### config.mk
export PLATFORM = sky130hd
export DESIGN_NAME = rds_blk_soft_dec
export DESIGN_NICKNAME = d
export VERILOG_FILES = /design/src/rtl/rds_blk_soft_dec.sv
export SDC_FILE = /design/constraint.sdc
export NUM_CORES = 1
export LEC_CHECK = 0
export ABC_AREA = 1
export ABC_CLOCK_PERIOD_IN_PS = 9660
export BUFFER_PORTS_ARGS = -buffer_cell sky130_fd_sc_hd__buf_2
export CELL_PAD_IN_SITES_DETAIL_PLACEMENT = 0
export CELL_PAD_IN_SITES_GLOBAL_PLACEMENT = 2
export CORE_MARGIN = 1
export CORE_UTILIZATION = 33
export DETAILED_ROUTE_END_ITERATION = 6
export PLACE_DENSITY = 0.78
export SLEW_MARGIN = 40
export SYNTH_ARGS = -nofsm -noshare
export SYNTH_HDL_FRONTEND = slang
export SYNTH_SLANG_ARGS = --single-unit
### constraint.sdc
create_clock -name clk -period 9.66 [get_ports clk]
set_clock_uncertainty 0.05 [all_clocks]
set_input_delay 0.483 -clock clk [delete_from_list [all_inputs] [get_ports clk]]
set_output_delay 0.483 -clock clk [all_outputs]
set_load 0.02 [all_outputs]
### src/rtl/rds_blk_soft_dec.sv
module rds_blk_soft_dec #(
  parameter int CONF_W = 8
) (
  input  logic                 clk,
  input  logic                 rst_n,
  input  logic                 start,
  input  logic [25:0]          word_in,
  input  logic [26*CONF_W-1:0] conf_in,
  output logic                 busy,
  output logic                 done,
  output logic                 ok,
  output logic [15:0]          data_out,
  output logic [2:0]           kind_out
);
  localparam int          NB     = 26;
  localparam int          COST_W = CONF_W + 1;
  localparam logic [10:0] GEN    = 11'h5B9;
  localparam logic [4:0]  TOP    = 5'd25;

  function automatic logic [9:0] crc_of(input logic [15:0] d);
    logic [25:0] r;
    r = {d, 10'b0};
    for (int i = 25; i >= 10; i--)
      if (r[i]) r[i -: 11] = r[i -: 11] ^ GEN;
    return r[9:0];
  endfunction

  logic [1:0]        ph;
  logic [4:0]        k0, k1;
  logic [25:0]       wrd;
  logic [CONF_W-1:0] conf [NB];
  logic              bfound;
  logic [COST_W-1:0] bcost;
  logic [15:0]       bdata;
  logic [2:0]        bkind;

  logic [25:0]       mask, trial;
  logic [9:0]        syn;
  logic [COST_W-1:0] cost;
  logic              hit, take, nfound, finish;
  logic [2:0]        hkind;

  always_comb begin
    case (ph)
      2'd0: begin
        mask = '0;
        cost = '0;
      end
      2'd1: begin
        mask = 26'd1 << (TOP - k0);
        cost = {1'b0, conf[k0]};
      end
      default: begin
        mask = (26'd1 << (TOP - k0)) | (26'd1 << (TOP - k1));
        cost = {1'b0, conf[k0]} + {1'b0, conf[k1]};
      end
    endcase
  end

  assign trial = wrd ^ mask;
  assign syn   = crc_of(trial[25:10]) ^ trial[9:0];

  always_comb begin
    hit   = 1'b1;
    hkind = 3'd0;
    case (syn)
      10'h0FC: hkind = 3'd0;
      10'h198: hkind = 3'd1;
      10'h168: hkind = 3'd2;
      10'h350: hkind = 3'd3;
      10'h1B4: hkind = 3'd4;
      default: hit = 1'b0;
    endcase
  end

  assign take   = hit && (!bfound || cost < bcost);
  assign nfound = bfound || take;
  assign finish = (ph == 2'd0 && hit)
               || (ph == 2'd1 && k0 == TOP && nfound)
               || (ph == 2'd2 && k0 == TOP - 5'd1 && k1 == TOP);

  always_ff @(posedge clk) begin
    if (!rst_n) begin
      busy     <= 1'b0;
      done     <= 1'b0;
      ok       <= 1'b0;
      data_out <= '0;
      kind_out <= '0;
      ph       <= '0;
      k0       <= '0;
      k1       <= '0;
      wrd      <= '0;
      bfound   <= 1'b0;
      bcost    <= '0;
      bdata    <= '0;
      bkind    <= '0;
      for (int k = 0; k < NB; k++) conf[k] <= '0;
    end else begin
      done <= 1'b0;
      if (!busy) begin
        if (start) begin
          busy   <= 1'b1;
          wrd    <= word_in;
          ph     <= 2'd0;
          k0     <= '0;
          k1     <= '0;
          bfound <= 1'b0;
          bcost  <= '0;
          for (int k = 0; k < NB; k++) conf[k] <= conf_in[k*CONF_W +: CONF_W];
        end
      end else begin
        if (take) begin
          bfound <= 1'b1;
          bcost  <= cost;
          bdata  <= trial[25:10];
          bkind  <= hkind;
        end
        if (finish) begin
          busy     <= 1'b0;
          done     <= 1'b1;
          ok       <= nfound;
          data_out <= take ? trial[25:10] : (bfound ? bdata : 16'd0);
          kind_out <= take ? hkind : (bfound ? bkind : 3'd0);
        end else begin
          case (ph)
            2'd0: begin
              ph <= 2'd1;
              k0 <= '0;
            end
            2'd1: begin
              if (k0 == TOP) begin
                ph <= 2'd2;
                k0 <= 5'd0;
                k1 <= 5'd1;
              end else begin
                k0 <= k0 + 5'd1;
              end
            end
            default: begin
              if (k1 == TOP) begin
                k0 <= k0 + 5'd1;
                k1 <= k0 + 5'd2;
              end else begin
                k1 <= k1 + 5'd1;
              end
            end
          endcase
        end
      end
    end
  end
endmodule

==> flow_summary.json, run 1 <==
{
  "fin_nets": 2997,
  "drtIter0Drc": 1535,
  "yosys.cell_count.top_type": "nand2_1",
  "grt_pass1_wl_um": 100000,
  "vias_per_cell": 5.07,
  "synth.distinct_cells": 48,
  "numCtsBuffers": 37,
  "port_buffers": 258,
  "synth_fa_ha_area_share_pct": 1.97,
  "cts_sinks": 307,
  "critPathRequiredTime_ns": 10.04,
  "max_slew_margin_pct": 39.4,
  "synth_edf_count": 208,
  "synth_ff_type": "edfxtp_1",
  "cts_tree": "yes",
  "drive_gt1_share_pct": 15.2,
  "fp.dieH_um": 240,
  "drtAntennaViolNets": 0,
  "path_buf_inv": 7,
  "fin_tns_setup_ns": 0,
  "synthXorXnorAreaFrac_pct": 1.45,
  "grt_max_degree": 93,
  "synth_top_cell_area_share_pct": 33.3,
  "timing.final.crit_share_pct": 70.8,
  "cts_buffer_depth": 3,
  "peakVddDrop_uv": 110,
  "die-area_um2": 57800,
  "via_count": 17822,
  "yosys.area.top_type": "edfxtp_1",
  "syn_area_um2": 18800,
  "yosys.area_share.simple_pct": 25.7,
  "fin_hold_ws_ns": 0.0982,
  "ctsHtreeMaxLevel": 2,
  "hpwl_um": 47200,
  "area_delta_synth_final_pct": 16.2,
  "worst_path_most_repeated_cell": "nand2_1",
  "clkTransAtPathRegs_ns": 0.07,
  "cp_top_family": "compound AO/OA/AOI/OAI gates",
  "synthMuxAreaShare_pct": 0,
  "ys_warn_count": 0,
  "synthTopCellsByArea": "edfxtp_1, dfxtp_1, nand2_1",
  "power_mw": 4.63,
  "synth_common_cells": "nand2_1, nor2_1, inv_1",
  "core_region_area_um2": 56300,
  "hold_class": "primary input to register",
  "drv_slew": 0,
  "antenna_found_initial": 0,
  "wl_met2_um": 28600,
  "drc": 0,
  "min_period_ns": 6.84,
  "num_rows": 87,
  "synth_compound_gate_area_share_pct": 16.8,
  "top_layer_used": "met4",
  "insertion_delay_ns": 0.56,
  "place_congestion": 0.879,
  "cts_resized": 0,
  "fp.dieW_um": 240,
  "cp_max_fo": 38,
  "cts_setup_buffers": 0,
  "clockRootBuffer": "clkbuf_16",
  "rsz0062_at_grt": "no",
  "synth-seq-cells": 307,
  "yosysSeqAreaShare_pct": 43.8,
  "postSynthAreaPerCell_um2": 7.32,
  "diodes": 0,
  "hold_buffers": 0,
  "worstSetupStartpointType": "register",
  "synth_top_family_by_area": "simple AND/OR/NAND/NOR gates",
  "status": "finished clean",
  "syn_nets": 2830,
  "dp_cells": 3448,
  "setup.worst_path.class": "register to register",
  "io_pins": 259,
  "arrival_ns": 7.22,
  "grt_pass1_vias": 17004,
  "syn_inst": 2564,
  "wl_met1_um": 32200,
  "final-setup-viol-count": 0,
  "start_util_pct": 33.3,
  "cap_violations": 0,
  "async_flop_share_pct": 0,
  "p_leak_nw": 10.0,
  "instances_no_fill": 3514,
  "wl_per_cell_um": 18.7,
  "tightest_slew_ns": 0.903,
  "crit_path_end_kind": "register",
  "fmax_ghz": 0.146,
  "dr.pass1.iters": 5,
  "crit_path_top_delay_cell": "clkinv_1",
  "wl_met3_um": 3630,
  "p_per_area_nw_per_um2": 212,
  "grt-ovfl-total": 0,
  "routed_wl_um": 65700,
  "grt_usage_pct": 22.6,
  "max_stage_delay_ns": 0.83,
  "final_hold_viol_count": 0
}
-- kinds of logic (layout without fill, tap and decap cells) --
logic type      Yosys count  in the layout
xor+xnor                 31             31
buf+inv                 494            688
fa+ha+maj                29             29
simple gates           1160           1160
compound gates          543            543
flops                   307            307
-- tightest hold or removal path: stages --
cell and delay, ns:
buf_2 0.08, nand3_1 0.06, nand2_1 0.06
-- sequential cells by signal (all words and copies together), names as in the netlist, 2 cells and up, named ones only --
name and flops:
k1 5, k0 5, kind_out 3, bkind 3, conf 208, bdata 16
bcost 9, data_out 16, wrd 26, ph 2
-- where the power goes --
part | internal (mW) | leakage [nW] | switching (mW)
sequential | 1.52 | 3.05 | 0.108
clock | 0.861 | 0.601 | 0.593
combinational | 0.480 | 6.39 | 1.07
-- metrics by stage --
stage          utilization [%]  setup slack [ns]  area (um2)
4_1_cts                   38.7              2.87       21800
3_5_place_dp              36.5              2.86       20500
2_1_floorplan                -              2.26       18800
6_report                  38.7              2.82       21800
5_1_grt                   38.7              2.17       21800
3_3_place_gp              36.5              2.79       20500
-- per-layer routing --
metal  vias to the layer above  track usage [%]
li1                       8779                -
met4                         0             5.69
met1                      8392             33.3
met5                         -                0
met3                        77             2.57
met2                       574             34.9
-- cells in the final DEF (no fill, tap or decap), types with 5 or more instances in the layout --
| cell type | Yosys | layout |
|---|---|---|
| nor2_1 | 408 | 405 |
| nand2_4 | 4 | 5 |
| buf_2 | 10 | 257 |
| o22ai_1 | 14 | 14 |
| xor2_1 | 28 | 28 |
| o21ai_1 | 14 | 14 |
| buf_4 | 5 | 13 |
| nor3_1 | 10 | 10 |
| nor2_2 | 7 | 9 |
| o221ai_1 | 42 | 42 |
| edfxtp_1 | 208 | 208 |
| o211ai_1 | 35 | 35 |
| a31oi_1 | 16 | 16 |
| o21ai_0 | 262 | 262 |
| clkbuf_16 | 0 | 38 |
| ha_1 | 28 | 28 |
| inv_2 | 13 | 17 |
| a32oi_1 | 7 | 7 |
| clkinv_1 | 1 | 8 |
| dfxtp_1 | 99 | 94 |
| nand3b_1 | 5 | 5 |
| nand2_1 | 495 | 494 |
| bufinv_16 | 0 | 5 |
| nand2_2 | 42 | 42 |
| inv_1 | 333 | 327 |
| nand3_1 | 177 | 177 |
| a22o_1 | 11 | 11 |
| clkinv_2 | 1 | 9 |
| a21oi_1 | 118 | 118 |
-- final cells by class --
cell class                      count  area [um2]
Fill cell                        5928       34500
Multi-Input combinational cell   1763        8630
Tap cell                          756         946
Inverter                          348        1320
Clock inverter                     25         268
Sequential cell                   307        8240
Timing Repair Buffer              274        1430
Clock buffer                       41         972
-- path summary, 6_finish.rpt --
kind         startpoint        to  slack (ns)  cells past startpoint
min          word_in[3]    wrd[3]         0.1                      3
min reg2reg    bkind[2]  bkind[2]        0.40                      2
max            register  bcost[2]        2.82                     27
max reg2reg    register  bcost[2]        2.82                     27
(Power assumes the default switching activity.)
==> run 2, diff against run 1 <==
--- a/config.mk
+++ b/config.mk
@@ -6,7 +6,7 @@
 export NUM_CORES = 1
 export LEC_CHECK = 0
 export ABC_AREA = 1
-export ABC_CLOCK_PERIOD_IN_PS = 9660
+export ABC_CLOCK_PERIOD_IN_PS = 6550
 export BUFFER_PORTS_ARGS = -buffer_cell sky130_fd_sc_hd__buf_2
 export CELL_PAD_IN_SITES_DETAIL_PLACEMENT = 0
 export CELL_PAD_IN_SITES_GLOBAL_PLACEMENT = 2
==> constraint.sdc (replaced) <==
create_clock -name clk -period 6.55 [get_ports clk]
set_clock_uncertainty 0.05 [all_clocks]
set_input_delay 0.3275 -clock clk [delete_from_list [all_inputs] [get_ports clk]]
set_output_delay 0.3275 -clock clk [all_outputs]
set_load 0.02 [all_outputs]
==> flow_summary.json, run 2 (synthesized netlist as in run 1, its figures left out) <==
{
  "fp.dieH_um": 240,
  "port_buffers": 258,
  "area_delta_synth_final_pct": 21.8,
  "final_hold_viol_count": 0,
  "drtAntennaViolNets": 0,
  "max_stage_delay_ns": 0.39,
  "hpwl_um": 47600,
  "status": "finished clean",
  "timing.final.crit_share_pct": 93.0,
  "critPathRequiredTime_ns": 6.94,
  "grt_usage_pct": 23.1,
  "grt-ovfl-total": 0,
  "fin_nets": 3089,
  "fmax_ghz": 0.164,
  "diodes": 0,
  "wl_per_cell_um": 18.7,
  "die-area_um2": 57800,
  "top_register": "conf",
  "grt_pass1_wl_um": 102000,
  "ctsHtreeMaxLevel": 2,
  "insertion_delay_ns": 0.57,
  "pre_cts_ws_ns": 0.136,
  "fillerInstances": 5807,
  "cts_buffer_depth": 3,
  "routed_wl_um": 67300,
  "grtUsageMet3_pct": 2.90,
  "fp.dieW_um": 240,
  "numCtsBuffers": 39,
  "arrival_ns": 6.48,
  "crit_path_end_kind": "register",
  "start_util_pct": 33.3,
  "fin_ws_ns": 0.459,
  "dr.pass1.iters": 5,
  "placed_area_um2": 20700,
  "worstSetupStartpointType": "register",
  "met2_usage_pct": 37.4,
  "vias_per_cell": 5.07,
  "instances_no_fill": 3608,
  "cts_tree": "yes",
  "p_leak_nw": 10.5,
  "via_count": 18275,
  "final-setup-viol-count": 0,
  "cp_top_family": "compound AO/OA/AOI/OAI gates",
  "antenna_found_initial": 0,
  "dp_cells": 3457,
  "rsz0062_at_grt": "no",
  "grt_pass1_vias": 17782,
  "grt-busiest-layer": "met2",
  "drtIter0Drc": 1522,
  "crit_path_top_delay_cell": "buf_16",
  "final_common_cell": "nand2_1",
  "power_mw": 7.01,
  "cp_max_fo": 140,
  "drv_slew": 0,
  "clockRootBuffer": "clkbuf_16",
  "reg_top3": "conf x208, wrd x26",
  "core_region_area_um2": 56300,
  "drc": 0,
  "num_rows": 87,
  "finish.instance_area_um2": 22800,
  "cts_setup_buffers": 0,
  "drive_gt1_share_pct": 14.9,
  "grtUsageMet1_pct": 32.3,
  "place_congestion": 0.877,
  "cts_sinks": 307,
  "tightest_slew_ns": 0.842,
  "hold_class": "primary input to register",
  "worst_path_most_repeated_cell": "nand2_1",
  "p_per_area_nw_per_um2": 307,
  "fin_tns_setup_ns": 0,
  "clkTransAtPathRegs_ns": 0.07,
  "path_buf_inv": 5,
  "peakVddDrop_uv": 155,
  "io_pins": 259,
  "largest_reg_flops": 208,
  "setup.worst_path.class": "register to register",
  "max_slew_margin_pct": 43.5,
  "min_period_ns": 6.09,
  "grt_max_degree": 141,
  "cap_violations": 0,
  "most-common-layout-cells": "nand2_1, nor2_1, inv_1, o21ai_0, buf_2"
}
run 2: changes by cell type in the layout (fill, tap and decap cells not counted), moves of 2 or more:
cell / delta
buf_12: +3
clkbuf_16: +2
clkinvlp_4: -2
inv_2: -4
buf_16: +2
clkinv_2: -6
dlygate4sd3_1: +80
clkbuf_1: +11
inv_4: +2
clkinv_1: -3
buf_6: -2
buf_4: +6
run 2: final cells by class:
cell class	count	area (um2)	area share, %
clock inverters	16	251	1.10
multi-input cells	1764	8650	37.9
clock buffers	54	1060	4.65
inverters	348	1330	5.82
well taps	756	946	4.14
repair buffers	363	2370	10.4
flip-flops and latches	307	8240	36.1
run 2: worst min-delay path, delay by kind of cell:
family | cells | cell delay (ns)
buffers and inverters | 2 | 0.11
and+or+nand+nor | 1 | 0.09
run 2: timing repair:
| item | in CTS | in global routing |
|---|---|---|
| hold endpoints to repair | 80 | 0 |
| resized for setup | 0 | 5 |
| endpoints found under the setup margin | 0 | 30 |
| hold buffers | 80 | 0 |
run 2: power by group:
| part | switching [mW] | internal (mW) | total [mW] |
|---|---|---|---|
| Sequential | 0.113 | 2.24 | 2.35 |
| Clock | 0.890 | 1.38 | 2.27 |
| Combinational | 1.63 | 0.759 | 2.39 |
run 2: path summary, 6_finish.rpt:
check | from | endpoint | slack (ns) | cells after the start
max reg2reg | register | data_out[15] | 0.46 | 32
max | register | data_out[15] | 0.46 | 32
min reg2reg | bkind[2] | bkind[2] | 0.41 | 2
min | conf_in[124] | conf[15][4] | 0.02 | 3
run 2: routing by layer:
layer	part of all wire, %	routed length, um	vias to the layer above
li1	-	-	8973
met3	5.8	3890	79
met5	0	0	-
met1	47	31500	8633
met2	45	30600	590
met4	2.0	1350	0
run 2: stage by stage:
step | utilization (%) | hold WS (ns)
final | 40.6 | 0.0209
after global routing | 40.6 | 0.0108
after CTS | 40.5 | 0.000203
after detailed placement | 36.8 | 0.396
after global placement | 36.7 | 0.389
after floorplan | - | 0.375
